==> config.mk <==
export PLATFORM = sky130hd
export DESIGN_NAME = ring_own_seq
export DESIGN_NICKNAME = d
export VERILOG_FILES = /design/src/rtl/ring_own_pkg.sv /design/src/rtl/ring_own_ptr.sv /design/src/rtl/ring_own_hist.sv /design/src/rtl/ring_own_frag.sv /design/src/rtl/ring_own_seq.sv
export SDC_FILE = /design/constraint.sdc
export NUM_CORES = 1
export LEC_CHECK = 0
export CAP_MARGIN = 0
export CORE_ASPECT_RATIO = 0.8
export CORE_MARGIN = 10
export CORE_UTILIZATION = 53
export DETAILED_ROUTE_END_ITERATION = 16
export PLACE_DENSITY = 0.82
export SYNTH_ARGS = -nofsm -noshare
export SYNTH_HDL_FRONTEND = slang
export SYNTH_SLANG_ARGS = --single-unit
==> constraint.sdc <==
create_clock -name clk -period 3.35 [get_ports clk]
set_clock_uncertainty 0.2 [all_clocks]
set_input_delay 0.5025 -clock clk [delete_from_list [all_inputs] [get_ports clk]]
set_output_delay 0.5025 -clock clk [all_outputs]
set_load 0.1 [all_outputs]
==> src/rtl/ring_own_pkg.sv <==
// Shared types for the ring buffer ownership sequencer.
// Assumes: nothing beyond IEEE 1800-2017 packages.
package ring_own_pkg;

    // Sequencer phases: waiting, descriptor read, fragment streaming, completion.
    typedef enum logic [1:0] {
        SEQ_IDLE  = 2'd0,
        SEQ_READ  = 2'd1,
        SEQ_ISSUE = 2'd2,
        SEQ_DONE  = 2'd3
    } seq_state_t;

endpackage

==> src/rtl/ring_own_ptr.sv <==
// Table pointer for the descriptor ring: advances by one per completed
// buffer and wraps after the last entry.
// Assumes: NUM_DESC >= 2; advance is a single-cycle strobe.
module ring_own_ptr #(
    parameter int NUM_DESC = 4,
    localparam int IDX_W = $clog2(NUM_DESC)
) (
    input  logic             clk,
    input  logic             rst_n,
    input  logic             advance,
    output logic [IDX_W-1:0] ptr
);

    localparam logic [IDX_W-1:0] LAST_IDX = IDX_W'(NUM_DESC - 1);

    generate
        if (NUM_DESC == (1 << IDX_W)) begin : g_pow2
            // Power-of-two ring: natural binary overflow wraps the pointer.
            always_ff @(posedge clk) begin
                if (!rst_n)       ptr <= '0;
                else if (advance) ptr <= ptr + 1'b1;
            end
        end else begin : g_any
            // Arbitrary ring size: explicit compare against the last entry.
            always_ff @(posedge clk) begin
                if (!rst_n)       ptr <= '0;
                else if (advance) ptr <= (ptr == LAST_IDX) ? '0 : ptr + 1'b1;
            end
        end
    endgenerate

    assert_ptr_wrap_R5: assert property (@(posedge clk) disable iff (!rst_n)
        (advance && ptr == LAST_IDX) |=> (ptr == '0));

endmodule

==> src/rtl/ring_own_hist.sv <==
// Replay history: remembers the index and fragment count of the last buffer
// that was found ready, and whether any buffer has been ready since reset.
// Assumes: capture is a single-cycle strobe from the descriptor read phase.
module ring_own_hist #(
    parameter int IDX_W  = 2,
    parameter int FRAG_W = 4
) (
    input  logic              clk,
    input  logic              rst_n,
    input  logic              capture,
    input  logic [IDX_W-1:0]  cap_idx,
    input  logic [FRAG_W-1:0] cap_cnt,
    output logic              have_valid,
    output logic [IDX_W-1:0]  last_idx,
    output logic [FRAG_W-1:0] last_cnt
);

    // Record the most recent ready buffer; reset forgets all history.
    always_ff @(posedge clk) begin
        if (!rst_n) begin
            have_valid <= 1'b0;
            last_idx   <= '0;
            last_cnt   <= '0;
        end else if (capture) begin
            have_valid <= 1'b1;
            last_idx   <= cap_idx;
            last_cnt   <= cap_cnt;
        end
    end

    assert_hist_sticky_R6: assert property (@(posedge clk) disable iff (!rst_n)
        have_valid |=> have_valid);

endmodule

==> src/rtl/ring_own_frag.sv <==
// Fragment issuer: after a start strobe, offers fragment indices 0..cnt-1
// of one buffer, advancing on each valid/ready handshake; done marks the
// final accepted fragment.
// Assumes: start only while inactive and with cnt != 0.
module ring_own_frag #(
    parameter int IDX_W  = 2,
    parameter int FRAG_W = 4
) (
    input  logic              clk,
    input  logic              rst_n,
    input  logic              start,
    input  logic [IDX_W-1:0]  start_buf,
    input  logic [FRAG_W-1:0] start_cnt,
    input  logic              frag_ready,
    output logic              frag_valid,
    output logic [IDX_W-1:0]  frag_buf,
    output logic [FRAG_W-1:0] frag_idx,
    output logic              done
);

    logic [FRAG_W-1:0] last_frag;
    logic              accept;

    // Handshake and end-of-buffer detection.
    always_comb begin
        accept = frag_valid && frag_ready;
        done   = accept && (frag_idx == last_frag);
    end

    // Load a new buffer on start, step the index on each accepted fragment.
    always_ff @(posedge clk) begin
        if (!rst_n) begin
            frag_valid <= 1'b0;
            frag_buf   <= '0;
            frag_idx   <= '0;
            last_frag  <= '0;
        end else if (start) begin
            frag_valid <= 1'b1;
            frag_buf   <= start_buf;
            frag_idx   <= '0;
            last_frag  <= start_cnt - 1'b1;
        end else if (done) begin
            frag_valid <= 1'b0;
        end else if (accept) begin
            frag_idx   <= frag_idx + 1'b1;
        end
    end

    assert_frag_hold_R3: assert property (@(posedge clk) disable iff (!rst_n)
        (frag_valid && !frag_ready) |=> (frag_valid && $stable(frag_idx) && $stable(frag_buf)));

    assert_frag_step_R3: assert property (@(posedge clk) disable iff (!rst_n)
        (accept && !done) |=> (frag_valid && frag_idx == $past(frag_idx) + 1'b1));

    assert_no_start_busy_R8: assert property (@(posedge clk) disable iff (!rst_n)
        start |-> !frag_valid);

endmodule

==> src/rtl/ring_own_seq.sv <==
// Ring buffer ownership sequencer (top). On each field start, reads the
// descriptor under the table pointer; a ready buffer (flag 0) is streamed,
// marked consumed (flag 1) and signalled by a one-cycle interrupt; a
// consumed flag replays the last ready buffer without write or interrupt.
// Assumes: descriptor read data is valid combinationally in the read cycle.
module ring_own_seq
    import ring_own_pkg::*;
#(
    parameter int NUM_DESC = 4,
    parameter int FRAG_W   = 4,
    localparam int IDX_W   = $clog2(NUM_DESC)
) (
    input  logic              clk,
    input  logic              rst_n,
    input  logic              field_start,
    output logic              desc_rd_en,
    output logic [IDX_W-1:0]  desc_rd_idx,
    input  logic              desc_rd_status,
    input  logic [FRAG_W-1:0] desc_rd_cnt,
    output logic              desc_done_en,
    output logic [IDX_W-1:0]  desc_done_idx,
    output logic              frag_valid,
    input  logic              frag_ready,
    output logic [IDX_W-1:0]  frag_buf,
    output logic [FRAG_W-1:0] frag_idx,
    output logic              irq,
    output logic [IDX_W-1:0]  irq_buf_idx
);

    seq_state_t        state, state_nx;
    logic              replay_q, replay_nx;
    logic [IDX_W-1:0]  cur_buf;
    logic [IDX_W-1:0]  ptr;
    logic              have_valid;
    logic [IDX_W-1:0]  last_idx;
    logic [FRAG_W-1:0] last_cnt;
    logic              capture;
    logic              iss_start;
    logic [IDX_W-1:0]  iss_buf;
    logic [FRAG_W-1:0] iss_cnt;
    logic              iss_done;
    logic              is_read, buf_ready;

    ring_own_ptr #(.NUM_DESC(NUM_DESC)) u_ptr (
        .clk     (clk),
        .rst_n   (rst_n),
        .advance (desc_done_en),
        .ptr     (ptr)
    );

    ring_own_hist #(.IDX_W(IDX_W), .FRAG_W(FRAG_W)) u_hist (
        .clk        (clk),
        .rst_n      (rst_n),
        .capture    (capture),
        .cap_idx    (ptr),
        .cap_cnt    (desc_rd_cnt),
        .have_valid (have_valid),
        .last_idx   (last_idx),
        .last_cnt   (last_cnt)
    );

    ring_own_frag #(.IDX_W(IDX_W), .FRAG_W(FRAG_W)) u_frag (
        .clk        (clk),
        .rst_n      (rst_n),
        .start      (iss_start),
        .start_buf  (iss_buf),
        .start_cnt  (iss_cnt),
        .frag_ready (frag_ready),
        .frag_valid (frag_valid),
        .frag_buf   (frag_buf),
        .frag_idx   (frag_idx),
        .done       (iss_done)
    );

    // Port-facing decodes of the current phase.
    always_comb begin
        is_read       = (state == SEQ_READ);
        buf_ready     = !desc_rd_status;
        desc_rd_en    = is_read;
        desc_rd_idx   = ptr;
        desc_done_en  = (state == SEQ_DONE);
        desc_done_idx = cur_buf;
        irq           = (state == SEQ_DONE);
        capture       = is_read && buf_ready;
    end

    // Next-phase decision, including the fresh / replay / nothing choice.
    always_comb begin
        state_nx  = state;
        replay_nx = replay_q;
        iss_start = 1'b0;
        iss_buf   = ptr;
        iss_cnt   = desc_rd_cnt;
        unique case (state)
            SEQ_IDLE: begin
                if (field_start) state_nx = SEQ_READ;
            end
            SEQ_READ: begin
                if (buf_ready) begin
                    replay_nx = 1'b0;
                    if (desc_rd_cnt == '0) begin
                        state_nx = SEQ_DONE;
                    end else begin
                        iss_start = 1'b1;
                        state_nx  = SEQ_ISSUE;
                    end
                end else if (have_valid && last_cnt != '0) begin
                    replay_nx = 1'b1;
                    iss_start = 1'b1;
                    iss_buf   = last_idx;
                    iss_cnt   = last_cnt;
                    state_nx  = SEQ_ISSUE;
                end else begin
                    state_nx = SEQ_IDLE;
                end
            end
            SEQ_ISSUE: begin
                if (iss_done) state_nx = replay_q ? SEQ_IDLE : SEQ_DONE;
            end
            default: state_nx = SEQ_IDLE;
        endcase
    end

    // Phase register, replay flag and the buffer in flight.
    always_ff @(posedge clk) begin
        if (!rst_n) begin
            state    <= SEQ_IDLE;
            replay_q <= 1'b0;
            cur_buf  <= '0;
        end else begin
            state    <= state_nx;
            replay_q <= replay_nx;
            if (capture) cur_buf <= ptr;
        end
    end

    // Completed-buffer register, loaded at each interrupt.
    always_ff @(posedge clk) begin
        if (!rst_n)            irq_buf_idx <= '0;
        else if (desc_done_en) irq_buf_idx <= cur_buf;
    end

    assert_irq_pulse_R4: assert property (@(posedge clk) disable iff (!rst_n)
        irq |=> !irq);

    assert_irq_idx_R4: assert property (@(posedge clk) disable iff (!rst_n)
        desc_done_en |=> (irq_buf_idx == $past(desc_done_idx)));

    assert_replay_buf_R6: assert property (@(posedge clk) disable iff (!rst_n)
        (desc_rd_en && desc_rd_status && have_valid && last_cnt != '0)
            |=> (frag_valid && frag_buf == $past(last_idx) && $stable(ptr)));

    assert_idle_no_hist_R7: assert property (@(posedge clk) disable iff (!rst_n)
        (desc_rd_en && desc_rd_status && !have_valid) |=> (!frag_valid && !desc_done_en));

    assert_one_phase_R8: assert property (@(posedge clk) disable iff (!rst_n)
        $onehot0({desc_rd_en, frag_valid, desc_done_en}));

    assert_rd_single_R2: assert property (@(posedge clk) disable iff (!rst_n)
        desc_rd_en |=> !desc_rd_en);

endmodule

==> metrics <==
Most used DFF post-synth=dfxtp_1; Slew @ Worst Pin=0.524 ns; CTS tree=done; DIE AREA=0.00464 sq mm; Final min period=around 2.7 ns; # hold bufs at CTS=0; # rows=15; gr usage total=12.3%; share of layout cells above drive strength 1=around 17%; Crit. End Element=flop; Clk Latency, worst-skew pair=0.32 ns; Synth Instances=between 100 and 150; met2 WL=1480 microns; area delta synth->final=19.5%; crit path cell chain=nand2b_1 -> clkinv_1 -> nand3_2 -> mux2i_1 -> ha_1 -> nand2b_1 -> a2111oi_0 -> nor2_1 -> o22ai_1; met3 WL=roughly 210 microns; Hold Crit Start=irq_buf_idx[0]; # clock sinks=25; most used cell, CP=nand2b_1; count of non-filler cells in the finished layout=191; clock slew at reported path FFs=0.14 ns; CTS Buffer Depth=2; mux cell area share after synthesis=under 10%; Initial DRC Count=61; peak fanout along the critical path=11; Setup TNS Final=0 ns; Req. time, crit path=3.41 ns; CP max stage cell=a2111oi_0; drt via density=5.84; Crit path max-delay family=simple AND/OR/NAND/NOR gates; number of H-tree levels=1; n_diodes=0; YS warnings=0; Clk Tree Root Cell=clkbuf_4; Synth Register Bits=25; Switching Fraction=40.3%; first-pass GRT wire length=4700 microns; drt pass-1 iters=4; type of element launching the critical path=flop; post-CTS setup buffers=0; Synth Area in Adders=2.05%; largest net degree at the start of global routing=18; IO Port Bufs=24; Avg WL per Cell=15.4 microns; Post-Route WL=2940 microns; # DRC=0; Reg power frac=47.5%; post-synth net total=153; cts bufs inserted=3; Cells after DPL=187; Initial Util=56.1%; maximum VDD drop=0.410 mV; RSZ-0062 raised after global routing=false; Die Width=73.7 microns; nets=178; DRT met1 WL=1230 microns; Die Height=62.9 microns; Slew HR=64.9%; R2R Path Start=state[1]; critical path type=reg2reg; GR Overflow Total=0; leak pwr=0.000558 uW; Detail Placement HPWL=2320 microns; CP arrival=2.79 ns; Hold Path Class=reg2reg; status=finished clean; largest family of logic cells by synthesized area=compound AO/OA/AOI/OAI gates; ANT nets after route=0; post-synthesis simple-gate area fraction=between 20% and 30%; top cells by area, synth=dfxtp_1, a21oi_1, nand2_1, nand2b_1, xnor2_1; Mean Syn Cell Area=8.60 sq um; Synth top area share=41.0%; Vias=between 1k and 1.5k; PD cells=501 mW/mm^2; f_max=366 MHz; Top Metal Used=met4; I/O pins=25; CP bufs+invs=1; Post-synth EDFFs=0; logic gate share of total power=34.1%; Synth async-reset ratio=0%; fillcell total=181; clock share of power=18.4%; core area=0.00218 sq mm; Final Slew Violations=0; Fin. Hold Viols=0; GP Congestion=roughly 0.89; number of max-cap violations=0; post-synth cell types=43; # setup viols final=0; Syn Std Cell Area=0.00122 sq mm; vias in the first global route=1,027; Seq/Total Area, Yosys=41.0%; Pint=around 440 uW; Worst setup startpoint=state[1]; area leader, netlist=dfxtp_1; antenna violations before repair=0; Compound-Gate Fraction of Synth Area=23.2%; Worst path max stage delay=0.42 ns; CTS resizes=0; xor and xnor area share after synthesis=5.74%; fin crit share=81.5%; net switching power=294 uW
## layout by cell type (no fill, tap or decap), drive strengths merged, types with 2 or more instances in the layout
cell type | synthesis | layout
buf | 4 | 18
dfxtp | 25 | 25
nand2 | 16 | 16
o22ai | 2 | 2
xor2 | 3 | 3
a21oi | 14 | 14
mux2i | 4 | 4
ha | 2 | 2
o21ai | 10 | 10
clkbuf | 2 | 3
a211oi | 3 | 3
nand3 | 6 | 6
clkdlybuf4s50 | 0 | 8
inv | 4 | 4
xnor2 | 5 | 5
clkinv | 1 | 2
nor2 | 11 | 11
nor3 | 2 | 2
o31ai | 2 | 2
nand2b | 8 | 8
## power groups by stage
| stage | clock (uW) | combinational, uW | sequential, uW |
|---|---|---|---|
| floorplan | 0 | 155 | 394 |
| global placement | 0 | 242 | 352 |
| detailed placement | 0 | 248 | 353 |
| CTS | 137 | 250 | 346 |
| global route | 150 | 266 | 350 |
| finish | 134 | 249 | 347 |
## synthesized netlist by cell type, types with 2 or more instances
cell      number
dfxtp_1       25
nand2_1       16
a21oi_1       13
nor2_1        11
nand2b_1       8
o21ai_1        6
nand3_1        5
xnor2_1        5
mux2i_1        4
o21ai_0        4
a211oi_1       3
inv_1          3
xor2_1         3
buf_2          2
clkbuf_1       2
ha_1           2
nor3_1         2
o22ai_1        2
o31ai_1        2
## flip-flops by register name, summed over array words and instances (netlist names)
signal	cells
u_frag.frag_buf	2
state	2
u_frag.frag_idx	4
u_hist.have_valid	1
irq_buf_idx	2
u_hist.last_cnt	4
u_frag.frag_valid	1
u_frag.last_frag	4
u_ptr.ptr	2
replay_q	1
u_hist.last_idx	2
## per-stage QoR
| stage | utilization [%] | worst slack (ns) | power (uW) | area (sq um) | hold slack (ns) |
|---|---|---|---|---|---|
| after detailed placement | 65.7 | 0.540 | 602 | 1430 | 0.257 |
| final | 67.0 | 0.620 | 731 | 1460 | 0.271 |
| after floorplan | - | 0.508 | 550 | 1220 | 0.259 |
| after global routing | 67.0 | 0.327 | 767 | 1460 | 0.304 |
| after CTS | 67.0 | 0.675 | 733 | 1460 | 0.275 |
| after global placement | 65.7 | 0.637 | 594 | 1430 | 0.248 |
## layer usage
| metal | global-route usage, % | vias to the layer above |
|---|---|---|
| li1 | - | 557 |
| met1 | 14.9 | 529 |
| met2 | 19.4 | 27 |
| met3 | 5.40 | 2 |
| met4 | 2.79 | 0 |
| met5 | 0 | - |
## kinds of logic (layout without fill, tap and decap cells)
logic type               after synthesis  after routing
multiplexers                           4              4
flip-flops                            25             25
AND/OR/NAND/NOR                       50             50
XOR/XNOR                               8              8
AO/OA/AOI/OAI                         42             42
buffers and inverters                 11             35
adder cells (fa/ha/maj)                2              2
## worst register-to-register path, stage by stage, from the launching register on
cell and delay, ns:
dfxtp_1 0.41, nand2b_1 0.39, clkinv_1 0.31, nand3_2 0.23, mux2i_1 0.24, ha_1 0.23
nand2b_1 0.07, a2111oi_0 0.42, nor2_1 0.08, o22ai_1 0.11
## final timing paths
| check | slack, ns | cells past startpoint | to |
|---|---|---|---|
| worst max-delay path | 0.62 | 9 | u_frag.last_frag[2] |
| worst max register to register | 0.62 | 9 | u_frag.last_frag[2] |
| worst min register to register | 0.27 | 2 | irq_buf_idx[0] |
| worst min-delay path | 0.27 | 2 | irq_buf_idx[0] |
## final cells by class
| type | count | area (sq um) | share of cell area (%) |
|---|---|---|---|
| multi-input combinational | 106 | 666 | 45.6 |
| timing repair buffer | 26 | 215 | 14.8 |
| tap | 25 | 31.3 | 2.14 |
| clock inverter | 1 | 5.00 | 0.343 |
| clock buffer | 3 | 22.5 | 1.54 |
| inverter | 5 | 18.8 | 1.29 |
| sequential | 25 | 500 | 34.3 |
Power figures use the tool's default switching activity.
